$ cat config.mk
export PLATFORM = sky130hd
export DESIGN_NAME = vpred_cmp_unit
export DESIGN_NICKNAME = d
export VERILOG_FILES = /design/src/rtl/vpc_pkg.sv /design/src/rtl/vpc_decode.sv /design/src/rtl/vpc_elem_cmp.sv /design/src/rtl/vpred_cmp_unit.sv
export SDC_FILE = /design/constraint.sdc
export NUM_CORES = 1
export LEC_CHECK = 0
export ABC_CLOCK_PERIOD_IN_PS = 5450
export BUFFER_PORTS_ARGS = -buffer_cell sky130_fd_sc_hd__buf_2
export CAP_MARGIN = 5
export CORE_MARGIN = 2
export CORE_UTILIZATION = 50
export DETAILED_ROUTE_END_ITERATION = 8
export HOLD_SLACK_MARGIN = 0.03
export PLACE_DENSITY = 0.83
export SYNTH_ARGS = -nofsm -noshare
export SYNTH_HDL_FRONTEND = slang
export SYNTH_SLANG_ARGS = --single-unit
$ cat constraint.sdc
create_clock -name clk -period 5.45 [get_ports clk]
set_input_delay 0.545 -clock clk [delete_from_list [all_inputs] [get_ports clk]]
set_output_delay 0.545 -clock clk [all_outputs]
set_load 0.03 [all_outputs]
$ cat src/rtl/vpc_pkg.sv
package vpc_pkg;
    localparam int XLEN = 32;
    localparam int REGW = 5;

    localparam logic [6:0] OPC_BRANCH = 7'b1100011;
    localparam logic [6:0] OPC_OPFP   = 7'b1010011;
    localparam logic [6:0] F7_FCMP_S  = 7'b1010000;

    typedef enum logic [1:0] {
        CMP_EQ,
        CMP_NE,
        CMP_LT,
        CMP_LE
    } cmp_op_e;

    typedef enum logic [1:0] {
        KIND_NONE,
        KIND_PRED,
        KIND_SCALAR,
        KIND_ILLEGAL
    } kind_e;

    typedef struct packed {
        kind_e           kind;
        cmp_op_e         op;
        logic            is_fp;
        logic [REGW-1:0] src_a;
        logic [REGW-1:0] src_b;
        logic [REGW-1:0] dst;
    } dec_t;
endpackage

$ cat src/rtl/vpc_decode.sv
module vpc_decode
    import vpc_pkg::*;
(
    input  logic [XLEN-1:0] instr,
    input  logic [31:0]     int_vec_tag,
    input  logic [31:0]     fp_vec_tag,
    input  logic [31:0]     pred_tag,
    output dec_t            dec
);
    logic [2:0]      f3;
    logic [REGW-1:0] r1, r2, rd, c1, c2, cd;
    logic            ok, swap, c_fp, c_vec;
    cmp_op_e         op;

    always_comb begin
        dec       = '0;
        dec.kind  = KIND_NONE;
        dec.op    = CMP_EQ;
        f3        = instr[14:12];
        r1        = instr[19:15];
        r2        = instr[24:20];
        rd        = instr[11:7];
        c1        = {2'b01, instr[9:7]};
        c2        = {2'b01, instr[4:2]};
        cd        = {2'b01, instr[12:10]};
        c_fp      = instr[6];
        c_vec     = c_fp ? (fp_vec_tag[c1] | fp_vec_tag[c2])
                         : (int_vec_tag[c1] | int_vec_tag[c2]);
        ok        = 1'b1;
        swap      = 1'b0;
        op        = CMP_EQ;

        if (instr[1:0] == 2'b11) begin
            if (instr[6:0] == OPC_BRANCH) begin
                case (f3)
                    3'b000:  op = CMP_EQ;
                    3'b001:  op = CMP_NE;
                    3'b100:  op = CMP_LT;
                    3'b101: begin
                        op   = CMP_LE;   // a >= b  ==  b <= a
                        swap = 1'b1;
                    end
                    default: ok = 1'b0;
                endcase
                if (ok && (int_vec_tag[r1] | int_vec_tag[r2])) begin
                    dec.kind  = (instr[31:25] != 7'd0) ? KIND_ILLEGAL : KIND_PRED;
                    dec.op    = op;
                    dec.is_fp = 1'b0;
                    dec.src_a = swap ? r2 : r1;
                    dec.src_b = swap ? r1 : r2;
                    dec.dst   = rd;
                end
            end else if (instr[6:0] == OPC_OPFP && instr[31:25] == F7_FCMP_S) begin
                case (f3)
                    3'b010:  op = CMP_EQ;
                    3'b001:  op = CMP_LT;
                    3'b000:  op = CMP_LE;
                    default: ok = 1'b0;
                endcase
                if (ok) begin
                    dec.kind  = pred_tag[rd] ? KIND_PRED : KIND_SCALAR;
                    dec.op    = op;
                    dec.is_fp = 1'b1;
                    dec.src_a = r1;
                    dec.src_b = r2;
                    dec.dst   = rd;
                end
            end
        end else if (instr[1:0] == 2'b01 && instr[15:14] == 2'b11) begin
            case ({instr[13], instr[5]})
                2'b00:   op = CMP_EQ;
                2'b10:   op = CMP_NE;
                2'b01:   op = CMP_LT;
                default: op = CMP_LE;
            endcase
            if (c_vec) begin
                dec.kind  = KIND_PRED;
                dec.op    = op;
                dec.is_fp = c_fp;
                dec.src_a = c1;
                dec.src_b = c2;
                dec.dst   = cd;
            end
        end
    end
endmodule

$ cat src/rtl/vpc_elem_cmp.sv
module vpc_elem_cmp
    import vpc_pkg::*;
(
    input  logic [XLEN-1:0] a,
    input  logic [XLEN-1:0] b,
    input  logic            is_fp,
    input  cmp_op_e         op,
    output logic            hit
);
    logic a_nan, b_nan, any_nan, both_zero;
    logic f_eq, f_lt, i_eq, i_lt, eq, lt;

    always_comb begin
        a_nan     = (&a[30:23]) && (|a[22:0]);
        b_nan     = (&b[30:23]) && (|b[22:0]);
        any_nan   = a_nan | b_nan;
        both_zero = (a[30:0] == 31'd0) && (b[30:0] == 31'd0);
        f_eq      = !any_nan && ((a == b) || both_zero);
        if (a[31] != b[31])
            f_lt = a[31];
        else if (a[31])
            f_lt = a[30:0] > b[30:0];
        else
            f_lt = a[30:0] < b[30:0];
        f_lt      = f_lt && !any_nan && !both_zero;
        i_eq      = (a == b);
        i_lt      = $signed(a) < $signed(b);
        eq        = is_fp ? f_eq : i_eq;
        lt        = is_fp ? f_lt : i_lt;
        case (op)
            CMP_EQ:  hit = eq;
            CMP_NE:  hit = !eq;
            CMP_LT:  hit = lt;
            default: hit = lt | eq;
        endcase
    end
endmodule

$ cat src/rtl/vpred_cmp_unit.sv
module vpred_cmp_unit
    import vpc_pkg::*;
#(
    parameter int MAX_VL  = 32,
    parameter int VL_IN_W = 8,
    localparam int IDXW   = (MAX_VL > 1) ? $clog2(MAX_VL) : 1
) (
    input  logic               clk,
    input  logic               rst_n,
    input  logic               start,
    input  logic [31:0]        instr,
    input  logic [VL_IN_W-1:0] vec_len,
    input  logic [31:0]        int_vec_tag,
    input  logic [31:0]        fp_vec_tag,
    input  logic [31:0]        pred_tag,
    output logic               busy,
    output logic [IDXW-1:0]    rd_elem,
    output logic [4:0]         rd_reg_a,
    output logic [4:0]         rd_reg_b,
    output logic               rd_fp,
    input  logic [31:0]        op_a,
    input  logic [31:0]        op_b,
    output logic               pw_valid,
    output logic [4:0]         pw_reg,
    output logic [MAX_VL-1:0]  pw_mask,
    output logic [MAX_VL-1:0]  pw_bits,
    output logic               iw_valid,
    output logic [4:0]         iw_reg,
    output logic [31:0]        iw_data,
    output logic               done,
    output logic               illegal
);
    typedef struct packed {
        logic              busy;
        logic              scalar;
        cmp_op_e           op;
        logic              is_fp;
        logic [REGW-1:0]   ra;
        logic [REGW-1:0]   rb;
        logic [REGW-1:0]   dst;
        logic [IDXW-1:0]   idx;
        logic [IDXW-1:0]   last;
        logic              pw_valid;
        logic [REGW-1:0]   pw_reg;
        logic [MAX_VL-1:0] pw_mask;
        logic [MAX_VL-1:0] pw_bits;
        logic              iw_valid;
        logic [REGW-1:0]   iw_reg;
        logic              iw_bit;
        logic              done;
        logic              illegal;
    } st_t;

    st_t                st_d, st_q;
    dec_t               dec;
    logic               hit;
    logic [VL_IN_W-1:0] vl_eff;

    vpc_decode u_dec (
        .instr       (instr),
        .int_vec_tag (int_vec_tag),
        .fp_vec_tag  (fp_vec_tag),
        .pred_tag    (pred_tag),
        .dec         (dec)
    );

    vpc_elem_cmp u_cmp (
        .a     (op_a),
        .b     (op_b),
        .is_fp (st_q.is_fp),
        .op    (st_q.op),
        .hit   (hit)
    );

    always_comb begin
        st_d          = st_q;
        st_d.pw_valid = 1'b0;
        st_d.iw_valid = 1'b0;
        st_d.done     = 1'b0;
        st_d.illegal  = 1'b0;
        vl_eff        = (vec_len > VL_IN_W'(MAX_VL)) ? VL_IN_W'(MAX_VL) : vec_len;

        if (!st_q.busy) begin
            if (start) begin
                st_d.op    = dec.op;
                st_d.is_fp = dec.is_fp;
                st_d.ra    = dec.src_a;
                st_d.rb    = dec.src_b;
                st_d.dst   = dec.dst;
                st_d.idx   = '0;
                case (dec.kind)
                    KIND_ILLEGAL: begin
                        st_d.done    = 1'b1;
                        st_d.illegal = 1'b1;
                    end
                    KIND_SCALAR: begin
                        st_d.busy   = 1'b1;
                        st_d.scalar = 1'b1;
                        st_d.last   = '0;
                    end
                    KIND_PRED: begin
                        st_d.scalar = 1'b0;
                        st_d.last   = IDXW'(vl_eff - 1'b1);
                        if (vl_eff == '0)
                            st_d.done = 1'b1;
                        else
                            st_d.busy = 1'b1;
                    end
                    default: st_d.done = 1'b1;
                endcase
            end
        end else begin
            if (st_q.scalar) begin
                st_d.iw_valid = 1'b1;
                st_d.iw_reg   = st_q.dst;
                st_d.iw_bit   = hit;
            end else begin
                st_d.pw_valid = 1'b1;
                st_d.pw_reg   = st_q.dst;
                st_d.pw_mask  = MAX_VL'(1) << st_q.idx;
                st_d.pw_bits  = MAX_VL'(hit) << st_q.idx;
            end
            if (st_q.idx == st_q.last) begin
                st_d.busy = 1'b0;
                st_d.done = 1'b1;
            end else begin
                st_d.idx = st_q.idx + 1'b1;
            end
        end
    end

    always_ff @(posedge clk) begin
        if (!rst_n)
            st_q <= '0;
        else
            st_q <= st_d;
    end

    assign busy     = st_q.busy;
    assign rd_elem  = st_q.idx;
    assign rd_reg_a = st_q.ra;
    assign rd_reg_b = st_q.rb;
    assign rd_fp    = st_q.is_fp;
    assign pw_valid = st_q.pw_valid;
    assign pw_reg   = st_q.pw_reg;
    assign pw_mask  = st_q.pw_mask;
    assign pw_bits  = st_q.pw_bits;
    assign iw_valid = st_q.iw_valid;
    assign iw_reg   = st_q.iw_reg;
    assign iw_data  = {31'd0, st_q.iw_bit};
    assign done     = st_q.done;
    assign illegal  = st_q.illegal;
endmodule

==> results of run 1 <==
==> per-layer routing <==
layer / GRT usage (%) / vias to the layer above / part of all wire, %
li1: - / 3376 / -
met1: 30.5 / 3239 / 42
met2: 42.9 / 295 / 50
met3: 5.07 / 39 / 6.3
met4: 6.27 / 2 / 2.2
met5: 0 / - / 0.063
==> cell usage in the layout, fill, tap and decap left out, drive strengths merged, types with 32 or more instances in the layout <==
master,n
buf,279
ha,42
dfxtp,109
mux4,36
nand2,97
nor2b,42
a22oi,32
inv,42
o21ai,71
==> power by group <==
group	internal, mW	leakage, nW	switching (mW)
clock	0.335	0.132	0.280
combinational	0.152	2.91	0.183
sequential	0.802	0.880	0.00600
==> critical path: cells and delay by family <==
family / cells / cell delay (ns)
compound gates: 7 / 1.16
buf+inv: 1 / 0.27
simple gates: 4 / 0.68
mux: 1 / 0.55
fa+ha+maj: 1 / 0.39
==> area by class of cell <==
class,count,area (µm²),area share [%]
clock buffer,13,260,2.98
tap,188,235,2.69
sequential,109,2180,25.0
multi-input combinational,603,4460,51.1
inverter,42,158,1.81
antenna,3,7.51,0.0860
timing repair buffer,279,1410,16.1
clock inverter,3,20.0,0.229
==> final timing paths <==
| kind | from | to | slack [ns] |
|---|---|---|---|
| max | instr[20] | st_q[80] | 2.10 |
| min | pw_bits[21] | pw_bits[21] | 0.44 |
| max reg2reg | busy | pw_mask[6] | 3.23 |
| min reg2reg | pw_bits[21] | pw_bits[21] | 0.44 |
==> cells by family after synthesis <==
group,after synthesis,share of synthesized area [%]
simple gates,272,18.2
buf+inv,207,16.2
compound gates,193,16.6
flops,109,28.0
mux,57,13.3
fa+ha+maj,42,6.74
xor+xnor,8,0.899
other cells,1,0.0481
==> metrics by stage <==
| step | instances | util, % |
|---|---|---|
| after global placement | 1221 | 55.6 |
| after floorplan | 919 | - |
| final | 1240 | 57.4 |
| after CTS | 1237 | 57.4 |
| after global routing | 1239 | 57.4 |
| after detailed placement | 1221 | 55.6 |
==> results.py, run 1 <==
metrics = {
    "worst_hold_path": {
        "whs_path_depth": 2,
        "min_path_type": "flip-flop to flip-flop",
    },
    "global_routing": {
        "grt-ovfl-total": 0,
        "grt_pass1_wl_um": 32300,
        "grt_usage_pct": 24.4,
        "grt_max_degree": 47,
        "grt_pass1_vias": 6556,
        "antenna_found_initial": 5,
    },
    "finish": {
        "area_growth_pct": 12.1,
        "drive_gt1_share_pct": 32.4,
        "nFillCells": 1407,
        "design_area_mm2": 0.00873,
        "finalNetCount": 1289,
    },
    "clock_network": {
        "cts_tree": "yes",
        "clk_path_buf_depth": 2,
        "clk_root_buffer_cell": "clkbuf_16",
        "cts_resized": 0,
        "cts_buffers": 9,
        "post_cts_buffers": 0,
        "path_clk_slew_ns": 0.07,
        "cts-htree-levels": 3,
        "clkLatencyLatePin_ns": 0.34,
        "clock-sinks": 109,
        "hold_buffers": 0,
    },
    "drt": {
        "vias": 6951,
        "dr.pass1.iters": 4,
        "routedWlPerCell_um": 16.7,
        "routed_wl_um": 20700,
        "drtAntennaViolNets": 0,
        "drtIter0Drc": 471,
        "drc": 0,
        "via_per_inst": 5.61,
    },
    "placement": {
        "dp_hpwl_um": 16400,
        "placed_area_mm2": 0.00845,
        "dp_slack_ns": 1.74,
        "place_congestion": 0.867,
        "io_buffers": 274,
    },
    "yosys": {
        "yosysMostFrequentCell": "buf_4",
        "synth_area_per_cell_um2": 8.77,
        "ys_ff_latch": 109,
        "yosys-top-cells-count": "123 x buf_4, 109 x dfxtp_1, 97 x nand2_1",
        "synthFlopType": "dfxtp_1",
        "async_flop_share_pct": 0,
        "synth_top_cell_area_share_pct": 28.0,
        "syn_area_mm2": 0.00779,
        "synth_edf_count": 0,
        "netlist_instances": 889,
        "synth.distinct_cells": 63,
        "synth_top_area_cell": "dfxtp_1",
        "seq_area_frac_synth_pct": 28.0,
        "yosysWarnings": 0,
        "synthTopCellsByArea": "dfxtp_1 28%, buf_4 12%, mux4_2 10%",
    },
    "outcome": {
        "status": "complete, no violations",
    },
    "floorplanning": {
        "ios": 330,
        "die_w_um": 129,
        "die_y_um": 129,
        "fp-row-count": 45,
        "core_mm2": 0.0152,
        "die_area_mm2": 0.0166,
        "start_util_pct": 51.3,
    },
    "setup_path": {
        "cpMaxStageDelayCell": "mux4_2",
        "endpoint_kind": "flip-flop",
        "arrival_ns": 3.63,
        "crit_type": "input pin to flip-flop",
        "path_cells": "buf_2, mux4_2, nor2b_1, a2111oi_0, a31oi_1, o211ai_1, a21oi_2, o41ai_1, o21ai_0, ha_1, nand2_1, nor3b_1, a21oi_1, nor2b_1",
        "slowest_delay_ns": 0.55,
        "cp.required_ns": 5.73,
        "cp_max_fo": 11,
        "cp_common_cell": "nor2b_1",
        "reg2reg_depth": 6,
        "critPathLaunchType": "input pin",
    },
    "sta": {
        "fin_tns_setup_ns": 0,
        "slew_viol_final": 0,
        "worst_pin_slew_ns": 1.08,
        "setup_violations": 0,
        "skew_ns": 0.00658,
        "hold_viol": 0,
        "fin_hold_ws_ns": 0.442,
        "slew_headroom_pct": 28.1,
        "fin_crit_sh_pct": 61.4,
        "fmax_mhz": 299,
        "fin_crit_ns": 3.35,
        "grt_setup_unrepaired": "false",
        "setup_ws_ns": 2.10,
    },
    "pwr": {
        "power_mw": 1.76,
        "cellPowerDensity_mw_per_mm2": 201,
        "peakVddDrop_mv": 0.167,
        "power_leakage_nw": 3.92,
    },
    "job": {
        "max_cap_violations": 0,
    },
}
Note: power is estimated with default switching activity, not from simulation.
==> inputs of run 2 (changes only) <==
- ABC_CLOCK_PERIOD_IN_PS: 5450 -> 2800
- CORE_UTILIZATION: 50 -> 44
- PLACE_DENSITY: 0.83 -> 0.77
- clock period: 5.45 -> 2.8 ns (I/O delays scaled with it)
==> run 2 against run 1 <==
Net effect: combinational power up 100%; die area rose by 13%; routed wire length up 1.5%; utilization is 5.5 points lower; flip-flop and latch count unchanged; setup slack worse by 1.9 ns; clock skew grew 0.0027 ns; first-iteration DRC count is 31% lower; via count increased by 0.27%; critical path type unchanged; largest cell class unchanged.
==> results.py, run 2 (synthesis results as in run 1) <==
metrics = {
    "outcome": {
        "status": "complete, no violations",
    },
    "setup_path": {
        "crit_type": "input pin to flip-flop",
        "worstSetupStartpoint": "instr[7]",
        "critPathLaunchType": "input pin",
        "arrival_ns": 2.91,
        "cp.required_ns": 3.08,
        "path_cells": "clkbuf_4, mux4_2, mux4_2, mux2_4, a211o_1, ha_4, nand3_1, a21oi_1, a21oi_1, nor2b_1",
        "slowest_delay_ns": 0.54,
        "cp_max_fo": 9,
        "reg2reg_depth": 5,
        "endpoint_kind": "flip-flop",
        "cpMaxStageDelayCell": "mux4_2",
        "r2r-start": "rd_fp",
    },
    "clock_network": {
        "clock-sinks": 109,
        "clkLatencyLatePin_ns": 0.34,
        "path_clk_slew_ns": 0.07,
        "cts-htree-levels": 3,
        "cts_buffers": 9,
        "clk_root_buffer_cell": "clkbuf_16",
        "clk_path_buf_depth": 2,
        "cts_tree": "yes",
    },
    "sta": {
        "fmax_mhz": 380,
        "skew_ns": 0.00928,
        "fin_crit_ns": 2.63,
        "worst_pin_slew_ns": 1.10,
        "fin_tns_setup_ns": 0,
        "slew_headroom_pct": 26.4,
        "grt_setup_unrepaired": "false",
        "hold_viol": 0,
        "fin_crit_sh_pct": 93.9,
        "setup_violations": 0,
        "slew_viol_final": 0,
    },
    "floorplanning": {
        "die_w_um": 137,
        "die_area_mm2": 0.0188,
        "start_util_pct": 45.1,
        "fp-row-count": 48,
        "ios": 330,
        "die_y_um": 137,
        "core_mm2": 0.0173,
    },
    "placement": {
        "dp_hpwl_um": 16800,
        "place_congestion": 0.878,
        "io_buffers": 274,
    },
    "worst_hold_path": {
        "whs_path_depth": 3,
        "hp-start": "instr[11]",
        "min_path_type": "input pin to flip-flop",
    },
    "finish": {
        "final_cell_mix": "272 x buf_2, 109 x dfxtp_1, 96 x nand2_1, 42 x inv_1",
        "layout_commonest_cell": "buf_2",
        "nFillCells": 1636,
        "finalNetCount": 1307,
        "insertedDiodeCount": 0,
        "drive_gt1_share_pct": 34.2,
        "area_growth_pct": 15.4,
    },
    "drt": {
        "dr.pass1.iters": 5,
        "routed_wl_um": 21000,
        "drc": 0,
        "drtAntennaViolNets": 0,
        "via_per_inst": 5.39,
        "vias": 6970,
        "drtIter0Drc": 324,
        "routedWlPerCell_um": 16.3,
    },
    "pwr": {
        "peakVddDrop_mv": 0.278,
        "power_leakage_nw": 4.04,
        "cellPowerDensity_mw_per_mm2": 393,
        "power_mw": 3.53,
    },
    "job": {
        "max_cap_violations": 0,
    },
    "global_routing": {
        "grt_max_degree": 47,
        "grt_pass1_wl_um": 32800,
        "grt-ovfl-total": 0,
        "antenna_found_initial": 0,
        "grt_usage_pct": 21.9,
        "grt_pass1_vias": 6605,
    },
}
-- run 2: changes by cell type in the layout (fill, tap and decap cells not counted), moves of 2 or more --
| cell | previous run | this run |
|---|---|---|
| clkbuf_8 | 2 | 0 |
| buf_4 | 5 | 22 |
| diode_2 | 3 | 0 |
| o21ai_1 | 32 | 35 |
| o21ai_0 | 39 | 36 |
| buf_12 | 0 | 2 |
| buf_2 | 274 | 272 |
| inv_6 | 0 | 2 |
-- run 2: final cells by class --
type / count / area [µm²] / area share [%]
multi-input cells: 603 / 4500 / 50.0
flip-flops and latches: 109 / 2180 / 24.3
repair buffers: 297 / 1570 / 17.5
well taps: 225 / 282 / 3.13
clock buffers: 10 / 229 / 2.55
inverters: 42 / 158 / 1.75
clock inverters: 6 / 71.3 / 0.793
-- run 2: stage by stage --
| step | cell area (µm²) | setup WS, ns | cells | hold WS [ns] | util (%) |
|---|---|---|---|---|---|
| 2_1_floorplan | 7940 | -0.0293 | 919 | 0.426 | - |
| 3_3_place_gp | 8680 | -0.243 | 1276 | 0.432 | 50.2 |
| 3_5_place_dp | 8680 | -0.284 | 1276 | 0.441 | 50.2 |
| 4_1_cts | 8980 | 0.0658 | 1292 | 0.237 | 51.9 |
| 5_1_grt | 8990 | 0.0118 | 1292 | 0.239 | 52.0 |
| 6_report | 8990 | 0.170 | 1292 | 0.240 | 52.0 |
-- run 2: repair_timing --
item | 4_1_cts | 5_1_grt
endpoints found under the setup margin | 0 | 6
setup buffers | 0 | 0
gates resized for setup | 0 | 5
hold buffers | 0 | 0
-- run 2: final timing paths --
check        slack (ns)           to
max                0.17     st_q[79]
min                0.24     st_q[93]
max reg2reg        0.82   pw_bits[6]
min reg2reg        0.45  pw_bits[21]
-- run 2: report_power, final --
| part | total, mW | internal (mW) | switching (mW) |
|---|---|---|---|
| combinational | 0.673 | 0.310 | 0.363 |
| sequential | 1.57 | 1.56 | 0.0114 |
| clock | 1.29 | 0.702 | 0.583 |
| total | 3.53 | 2.57 | 0.957 |
-- run 2: worst max-delay path: cells and delay by family --
family                   cells  cell delay, ns
buffers and inverters        1            0.21
AO/OA/AOI/OAI                3            0.56
multiplexers                 3            1.32
adder cells (fa/ha/maj)      1            0.31
AND/OR/NAND/NOR              2            0.22
-- run 2: per-layer routing --
metal	part of all wire (%)	routed length (µm)	vias to the layer above	GRT usage, %
met5	0	0	-	0
met4	1.8	383	0	5.96
met3	6.6	1390	28	4.59
met2	48	10100	257	37.2
met1	43	9140	3285	28.1
li1	-	-	3400	-
==> inputs of run 3 (changes only) <==
- ABC_AREA: unset -> 1
- CORE_UTILIZATION: 44 -> 46
- PLACE_DENSITY: 0.77 -> 0.79
==> run 3 against run 2 <==
Net effect: setup slack improved by 0.14 ns; clock power increased by 6%; worst hold slack got worse by 0.0023 ns; die area increased by 5.4%; routed wire length increased by 16%; area after synthesis increased by 10%; cell area increased by 9.6%; flip-flop and latch count unchanged; final cell count increased by 36%; first-iteration DRC count increased by 130%; highest routed layer unchanged.
==> results.py, run 3 <==
metrics = {
    "sta": {
        "setup_ws_ns": 0.312,
        "hold_viol": 0,
        "fmax_mhz": 402,
        "worst_pin_slew_ns": 0.676,
        "fin_hold_ws_ns": 0.238,
        "skew_ns": 0.00860,
        "fin_crit_ns": 2.49,
        "slew_headroom_pct": 54.9,
        "setup_violations": 0,
        "fin_crit_sh_pct": 88.9,
        "slew_viol_final": 0,
        "grt_setup_unrepaired": "false",
    },
    "global_routing": {
        "grt_max_degree": 66,
        "antenna_found_initial": 0,
        "grt_usage_pct": 23.8,
        "grt-ovfl-total": 0,
        "grt_pass1_wl_um": 39600,
        "grt_pass1_vias": 8443,
    },
    "yosys": {
        "netlist_instances": 1340,
        "synthFlopType": "dfxtp_1",
        "synth_top_area_cell": "dfxtp_1",
        "ys_ff_latch": 109,
        "synth_top_cell_area_share_pct": 25.4,
        "yosys-top-cells-count": "261 x nand2_1, 150 x nor2_1, 141 x a21oi_1",
        "yosysWarnings": 0,
        "yosysMostFrequentCell": "nand2_1",
        "syn_area_mm2": 0.00861,
        "synth_edf_count": 0,
        "synthTopCellsByArea": "dfxtp_1 25%, nand2_1 11%, buf_4 11%",
        "synth.distinct_cells": 50,
        "synth_area_per_cell_um2": 6.42,
        "seq_area_frac_synth_pct": 25.4,
        "async_flop_share_pct": 0,
    },
    "floorplanning": {
        "core_mm2": 0.0185,
        "fp-row-count": 50,
        "die_w_um": 141,
        "die_area_mm2": 0.0198,
        "ios": 330,
        "die_y_um": 141,
        "start_util_pct": 46.5,
    },
    "setup_path": {
        "arrival_ns": 2.77,
        "crit_type": "input pin to flip-flop",
        "critPathLaunchType": "input pin",
        "worstSetupStartpoint": "instr[15]",
        "cp_max_fo": 10,
        "endpoint_kind": "flip-flop",
        "r2r-start": "rd_elem[3]",
        "cp.required_ns": 3.09,
    },
    "drt": {
        "routedWlPerCell_um": 13.9,
        "dr.pass1.iters": 5,
        "drc": 0,
        "drtAntennaViolNets": 0,
        "via_per_inst": 5.22,
        "routed_wl_um": 24400,
        "drtIter0Drc": 740,
        "vias": 9165,
    },
    "pwr": {
        "cellPowerDensity_mw_per_mm2": 377,
        "peakVddDrop_mv": 0.313,
        "power_leakage_nw": 4.87,
        "power_mw": 3.71,
    },
    "clock_network": {
        "clock-sinks": 109,
        "cts_buffers": 9,
        "path_clk_slew_ns": 0.07,
        "clk_path_buf_depth": 2,
        "cts_tree": "yes",
        "clk_root_buffer_cell": "clkbuf_16",
        "clkLatencyLatePin_ns": 0.35,
        "cts-htree-levels": 3,
    },
    "finish": {
        "drive_gt1_share_pct": 23.8,
        "area_growth_pct": 14.5,
        "finalNetCount": 1763,
        "final_cell_mix": "273 x buf_2, 261 x nand2_1, 148 x nor2_1, 141 x a21oi_1, 135 x inv_1",
        "insertedDiodeCount": 0,
        "layout_commonest_cell": "buf_2",
    },
    "placement": {
        "dp_hpwl_um": 19200,
        "place_congestion": 0.958,
        "dp_slack_ns": -0.0963,
        "io_buffers": 274,
    },
    "outcome": {
        "status": "complete, no violations",
    },
    "job": {
        "max_cap_violations": 0,
    },
    "worst_hold_path": {
        "min_path_type": "input pin to flip-flop",
        "hp-start": "instr[6]",
    },
}
==> run 3: changes by cell type after synthesis, sizes merged, moves of 19 or more <==
cell | before | now
nand2 | 97 | 271
nor2 | 21 | 159
a21oi | 31 | 142
inv | 42 | 139
nand3 | 20 | 85
nor2b | 42 | 0
mux4 | 36 | 0
o21ai | 71 | 104
mux2i | 19 | 0
==> run 3: path summary, 6_finish.rpt <==
check | to | slack [ns] | cells past startpoint
worst max-delay path | st_q[82] | 0.31 | 20
worst min-delay path | rd_fp | 0.24 | 3
worst max register to register | rd_elem[2] | 0.86 | 11
worst min register to register | pw_bits[25] | 0.46 | 2
==> run 3: report_power, final <==
part	internal [mW]	switching (mW)	total, mW	leakage, nW
Sequential	1.56	0.00678	1.57	0.880
Combinational	0.286	0.488	0.774	3.83
Clock	0.789	0.584	1.37	0.157
==> run 3: repair_timing <==
action,CTS,global route
buffers inserted,0,0
resized for setup,0,1
hold buffers,0,0
endpoints found under the setup margin,0,5
==> run 3: through the flow <==
step	util, %	setup TNS [ns]	instances	instance area [µm²]
2_1_floorplan	-	0	1370	8720
3_3_place_gp	51.4	-0.0119	1741	9530
3_5_place_dp	51.4	-0.373	1741	9530
4_1_cts	53.2	0	1757	9850
5_1_grt	53.2	0	1757	9850
6_report	53.2	0	1757	9850
==> run 3: critical path: stages <==
cell	delay (ns)
buf_2	0.20
inv_2	0.15
o21ai_0	0.21
nand3_1	0.11
nand3_1	0.10
nand2_1	0.05
nand2_1	0.07
nand4_2	0.17
nand2_4	0.15
inv_2	0.05
nand2_2	0.05
o21ai_1	0.06
nor2_1	0.18
inv_1	0.09
ha_1	0.30
nand2_1	0.07
nor2_1	0.13
buf_4	0.15
o211ai_1	0.09
a21oi_1	0.12
==> run 3: per-layer routing <==
metal	track usage, %	share of wire [%]	vias up
li1	-	-	4633
met1	31.0	44	4132
met2	41.0	48	372
met3	3.94	7.0	28
met4	6.37	1.6	0
met5	0	0	-
==> run 3: kinds of logic after synthesis <==
logic type,after synthesis,synth area share [%]
AOI/OAI and AO/OA,309,19.9
xor gates and xnor gates,6,0.611
adders and majority gates,42,6.11
buffers and inverters,313,19.5
DFF,109,25.4
other,1,0.0436
and+or+nand+nor,560,28.6
==> run 3: layout make-up <==
| class | instances | area [µm²] |
|---|---|---|
| clock buffers | 9 | 225 |
| clock inverters | 7 | 97.6 |
| fillers | 1857 | 8670 |
| inverters | 142 | 533 |
| multi-input cells | 948 | 4870 |
| flip-flops and latches | 109 | 2180 |
| well taps | 234 | 293 |
| repair buffers | 308 | 1650 |
